<file path="config.mk">
export PLATFORM = sky130hd
export DESIGN_NAME = pfc_gate_ctrl
export DESIGN_NICKNAME = d
export VERILOG_FILES = /design/src/rtl/pfc_gate_pkg.sv /design/src/rtl/pfc_skip_hyst.sv /design/src/rtl/pfc_confirm_timer.sv /design/src/rtl/pfc_gate_ctrl.sv
export SDC_FILE = /design/constraint.sdc
export NUM_CORES = 1
export LEC_CHECK = 0
export ABC_AREA = 1
export BUFFER_PORTS_ARGS = -buffer_cell sky130_fd_sc_hd__buf_2
export CAP_MARGIN = 10
export CORE_ASPECT_RATIO = 0.5
export CORE_MARGIN = 4
export CORE_UTILIZATION = 30
export DETAILED_ROUTE_END_ITERATION = 16
export PLACE_DENSITY_LB_ADDON = 0.08
export SKIP_LAST_GASP = 1
export SYNTH_ARGS = -nofsm -noshare
export SYNTH_HDL_FRONTEND = slang
export SYNTH_SLANG_ARGS = --single-unit
</file>
<file path="constraint.sdc">
create_clock -name clk -period 1.51 [get_ports clk]
set_clock_uncertainty 0.15 [all_clocks]
set_input_delay 0.302 -clock clk [delete_from_list [all_inputs] [get_ports clk]]
set_output_delay 0.302 -clock clk [all_outputs]
set_load 0.1 [all_outputs]
</file>
<file path="src/rtl/pfc_gate_pkg.sv">
package pfc_gate_pkg;
  typedef enum logic [2:0] {
    ST_PWRUP   = 3'd0,
    ST_NORMAL  = 3'd1,
    ST_PENDING = 3'd2,
    ST_STANDBY = 3'd3,
    ST_FAULT   = 3'd4,
    ST_LATCHED = 3'd5
  } pfc_state_t;
endpackage

</file>
<file path="src/rtl/pfc_skip_hyst.sv">
module pfc_skip_hyst (
  input  logic clk,
  input  logic rst,
  input  logic fb_low_i,
  input  logic fb_high_i,
  output logic act_o
);
  logic held_q;

  always_comb begin
    if (fb_high_i)     act_o = 1'b0;
    else if (fb_low_i) act_o = 1'b1;
    else               act_o = held_q;
  end

  always_ff @(posedge clk) begin
    if (rst) held_q <= 1'b0;
    else     held_q <= act_o;
  end

  // activity only ends through the exit comparison
  assert_skip_hold_R3: assert property (@(posedge clk) disable iff (rst)
    (act_o && !fb_high_i) |=> (act_o || fb_high_i));
endmodule

</file>
<file path="src/rtl/pfc_confirm_timer.sv">
module pfc_confirm_timer #(
  parameter int unsigned CONFIRM_TICKS = 1000
) (
  input  logic clk,
  input  logic rst,
  input  logic run_i,
  input  logic tick_i,
  output logic done_o
);
  localparam int unsigned CW = $clog2(CONFIRM_TICKS + 1);
  localparam logic [CW-1:0] LAST = CW'(CONFIRM_TICKS - 1);

  logic [CW-1:0] cnt_q;

  assign done_o = run_i && tick_i && (cnt_q == LAST);

  always_ff @(posedge clk) begin
    if (rst || !run_i)
      cnt_q <= '0;
    else if (tick_i && cnt_q != LAST)
      cnt_q <= cnt_q + 1'b1;
  end

  // count never runs past the confirmation limit
  assert_cnt_range_R5: assert property (@(posedge clk) disable iff (rst)
    cnt_q <= LAST);
  // count restarts from zero once pending is left
  assert_cnt_restart_R6: assert property (@(posedge clk) disable iff (rst)
    !run_i |=> (cnt_q == '0));
endmodule

</file>
<file path="src/rtl/pfc_gate_ctrl.sv">
module pfc_gate_ctrl #(
  parameter int unsigned CONFIRM_TICKS = 1000
) (
  input  logic       clk,
  input  logic       rst,
  input  logic       fb_low_i,
  input  logic       fb_high_i,
  input  logic       err_i,
  input  logic       burst_i,
  input  logic       latch_i,
  input  logic       tick_i,
  output logic       pfc_on,
  output logic [2:0] state_o
);
  import pfc_gate_pkg::*;

  pfc_state_t st_q, st_n;
  logic skip_act;
  logic confirm_done;

  pfc_skip_hyst u_hyst (
    .clk      (clk),
    .rst      (rst),
    .fb_low_i (fb_low_i),
    .fb_high_i(fb_high_i),
    .act_o    (skip_act)
  );

  pfc_confirm_timer #(.CONFIRM_TICKS(CONFIRM_TICKS)) u_timer (
    .clk    (clk),
    .rst    (rst),
    .run_i  (st_q == ST_PENDING),
    .tick_i (tick_i),
    .done_o (confirm_done)
  );

  always_comb begin
    st_n = st_q;
    if (st_q == ST_LATCHED || latch_i) begin
      st_n = ST_LATCHED;
    end else if (burst_i) begin
      st_n = ST_FAULT;
    end else begin
      unique case (st_q)
        ST_PWRUP:   if (!err_i) st_n = ST_NORMAL;
        ST_NORMAL:  if (skip_act) st_n = ST_PENDING;
        ST_PENDING: begin
          if (!skip_act)         st_n = ST_NORMAL;
          else if (confirm_done) st_n = ST_STANDBY;
        end
        ST_STANDBY: if (!skip_act) st_n = ST_NORMAL;
        ST_FAULT:   if (!err_i) st_n = ST_NORMAL;
        default:    st_n = ST_LATCHED;
      endcase
    end
  end

  always_ff @(posedge clk) begin
    if (rst) begin
      st_q   <= ST_PWRUP;
      pfc_on <= 1'b0;
    end else begin
      st_q   <= st_n;
      pfc_on <= (st_n == ST_NORMAL) || (st_n == ST_PENDING);
    end
  end

  assign state_o = st_q;

  // no enable before the error flag has cleared once
  assert_pwrup_off_R2: assert property (@(posedge clk) disable iff (rst)
    (st_q == ST_PWRUP) |-> !pfc_on);
  // a burst always leaves the enable low
  assert_burst_off_R8: assert property (@(posedge clk) disable iff (rst)
    burst_i |=> !pfc_on);
  // shutdown is sticky
  assert_latch_sticky_R9: assert property (@(posedge clk) disable iff (rst)
    (st_q == ST_LATCHED) |=> (st_q == ST_LATCHED) && !pfc_on);
  // leaving standby takes one edge
  assert_fast_exit_R7: assert property (@(posedge clk) disable iff (rst)
    (st_q == ST_STANDBY && !skip_act && !burst_i && !latch_i) |=> pfc_on);
  // standby is only reached from pending through a confirmed count
  assert_confirmed_R5: assert property (@(posedge clk) disable iff (rst)
    (st_q != ST_STANDBY && st_q != ST_LATCHED && st_n == ST_STANDBY)
      |-> (st_q == ST_PENDING && confirm_done));
endmodule

</file>
==> results.yml <==
final_layout:
  drive_gt1_share_pct: 32.87
  num_antenna_cells: 0
  utilization_pct: 43.16
  final_cell_mix: "32 x nand2_1, 14 x inv_1, 12 x nor2_1, 10 x dfxtp_1"
  final_area_sq_um: 1137
  syn_to_final_growth_pct: 35.87
  nets: 153
  layout_commonest_cell: "nand2_1"
logic_synthesis:
  synthCells: 123
  yosysWarnings: 0
  netlist_area_sq_um: 837.1
  ys_seq_elements: 15
  syn_area_per_cell_sq_um: 6.805
  ys_types: 23
  synth_seq_area_share_pct: 35.87
  synth_nets: 132
clock_network:
  hold_buffers: 0
  clk_path_buf_depth: 2
  ctsHtreeMaxLevel: 1
  clock-sinks: 15
  cts_tree: "done"
  cts_root_buf: "clkbuf_8"
  worstSkewPairLatency_ps: 250
  clkTransAtPathRegs_ps: 60
  cts_buffers: 3
timing:
  tightest_slew_ps: 484.8
  setup_viol: 0
  hold_viol: 0
  setup_tns_ps: 0
  min_period_ps: 1443
  fmax_mhz: 693.2
  finalCritPeriodShare_pct: 95.54
  rsz0062_at_grt: "yes"
  slew_violations: 0
  relSlewSlack_pct: 67.91
place:
  gp_congestion: 0.7729
  post_dp_cell_area_sq_um: 1023
  port_buffers: 11
  hpwl_microns: 1502
floorplanning:
  row_count: 13
  coreArea_sq_um: 2635
  ios: 12
  start_util_pct: 31.77
  die_area_sq_um: 3750
  die_w_microns: 82.70
  die_h_microns: 45.35
global_route:
  grt_pass1_wl_microns: 3194
  antenna_found_initial: 0
  grt_pass1_vias: 708
  track_usage_pct: 12.29
  overflow: 0
  grt_max_degree: 9
setup_path:
  endpoint_kind: "flip-flop"
  regToRegSetupSlack_ps: 70
  crit_type: "flip-flop to flip-flop"
  crit_fanout: 7
  critical_path_required_ps: 1540
  path_delay_family: "simple AND/OR/NAND/NOR gates"
  worst_ep_arrival_time_ps: 1480
  cp_cell_sequence: "ha_4 > inv_1 > nor2_2 > nand3_2 > nand2_4 > buf_6 > nand2_1 > a21oi_2"
  r2r-end: "u_timer.cnt_q[1]$_SDFFE_PP0P_"
  reg2reg_depth: 8
  max_stage_delay_ps: 350
  cp_num_buf_inv: 2
  start_kind: "flip-flop"
  reg2reg_from: "u_timer.cnt_q[0]$_SDFFE_PP0P_"
  cp_slowest_cell: "dfxtp_2"
worst_hold_path:
  hold_end: "state_o[0]$_SDFF_PP0_"
  hp-start: "rst"
  holdCritPathClass: "input port to flip-flop"
  min_path_cells: 2
routing:
  drt_iter0_drc: 24
  ant_nets: 0
  via_per_inst: 4.433
  dr.pass1.iters: 4
  wl_per_cell_microns: 11.04
  drt_wl_total_microns: 1987
  vias: 798
  post-route-drc-count: 0
power_and_ir_drop:
  seq_power_share_pct: 46.9
  swShare_pct: 27.89
  power_mw: 0.8797
  power_frac_clock_pct: 38.5
  p_sw_mw: 0.2453
  cellPowerDensity_nw_per_um2: 773.4
  cellLeakagePower_nw: 0.3881
  p_int_mw: 0.6344
  vdd.ir_drop.worst_mv: 0.3639
  share_comb_of_total_power_pct: 14.6
run:
  maxCapViolCount: 0
run_status:
  status: "completed"
[kinds of logic after synthesis]
family / share of synthesized area [%]
and+or+nand+nor: 37.82
AOI/OAI and AO/OA: 10.61
DFF: 35.87
xor gates and xnor gates: 5.233
buffers and inverters: 8.968
adders and majority gates: 1.495
[cell type report]
type / count / area [sq um]
fill: 277 / 1498
multi-input combinational: 90 / 515.5
sequential: 15 / 314.1
timing repair buffer: 17 / 152.6
inverter: 17 / 63.81
tap: 37 / 46.29
clock buffer: 4 / 45.04
[per-stage QoR]
| stage | instances | setup WS (ps) | hold WS (ps) |
|---|---|---|---|
| finish | 180 | 67.42 | 110.8 |
| global route | 180 | -18.10 | 102.5 |
| CTS | 179 | 18.36 | 103.5 |
| detailed placement | 175 | -68.19 | 330.2 |
| global placement | 175 | -5.044 | 323.5 |
| floorplan | 123 | 5.751 | 211.4 |
[worst reg2reg max path: cells and delay by family, from the launching register on]
kind                       cells  cell delay, ps
buffers and inverters          2             180
and+or+nand+nor                4             430
adders and majority gates      1             140
AOI/OAI and AO/OA              1             130
DFF                            1             350
[power by group through the flow]
| stage | sequential [mW] | combinational [mW] | clock (mW) |
|---|---|---|---|
| 3_5_place_dp | 0.421 | 0.121 | 0 |
| 3_3_place_gp | 0.421 | 0.122 | 0 |
| 5_1_grt | 0.413 | 0.138 | 0.376 |
| 4_1_cts | 0.412 | 0.123 | 0.353 |
| 2_1_floorplan | 0.455 | 0.0416 | 0 |
| 6_report | 0.412 | 0.128 | 0.339 |
[synth_stat cells (all sizes together)]
cell / n / share of area (%)
o21ai: 2 / 1.2
nand3: 5 / 3.6
nand4: 1 / 0.75
a21oi: 12 / 7.6
o21a: 2 / 1.8
ha: 1 / 1.5
dfxtp: 15 / 36
nor3: 11 / 7.8
nor2: 15 / 7.9
buf: 1 / 1.3
xor2: 3 / 3.1
nor3b: 1 / 1.5
inv: 17 / 7.6
nand2: 35 / 16
xnor2: 2 / 2.1
[layer usage]
layer / global-route usage (%) / wire length [microns] / vias to the layer above
met1: 14.22 / 958 / 352
li1: - / - / 431
met3: 5.777 / 83 / 4
met4: 6.840 / 50 / 0
met2: 18.95 / 894 / 11
met5: 0 / 0 / -
[registers in the layout (all words and copies together), names as in the netlist]
name	count
u_hyst.held_q	1
pfc_on	1
state_o	3
u_timer.cnt_q	10
[worst max path at each step]
stage	startpoint	end	cells after the start
2_1_floorplan	u_timer.cnt_q[0]$_SDFFE_PP0P_	u_timer.cnt_q[2]$_SDFFE_PP0P_	8
3_3_place_gp	u_timer.cnt_q[0]$_SDFFE_PP0P_	u_timer.cnt_q[3]$_SDFFE_PP0P_	8
3_5_place_dp	u_timer.cnt_q[0]$_SDFFE_PP0P_	u_timer.cnt_q[3]$_SDFFE_PP0P_	8
4_1_cts	u_timer.cnt_q[0]$_SDFFE_PP0P_	u_timer.cnt_q[1]$_SDFFE_PP0P_	8
5_1_grt	u_timer.cnt_q[1]$_SDFFE_PP0P_	u_timer.cnt_q[1]$_SDFFE_PP0P_	8
6_report	u_timer.cnt_q[0]$_SDFFE_PP0P_	u_timer.cnt_q[1]$_SDFFE_PP0P_	8
[what timing repair did]
item / CTS / global route
endpoints found under the setup margin: 8 / 12
resized for setup: 4 / 11
setup buffers: 0 / 1
gates cloned: 0 / 0
pin swaps: 2 / 3
Power figures use the tool's default switching activity.
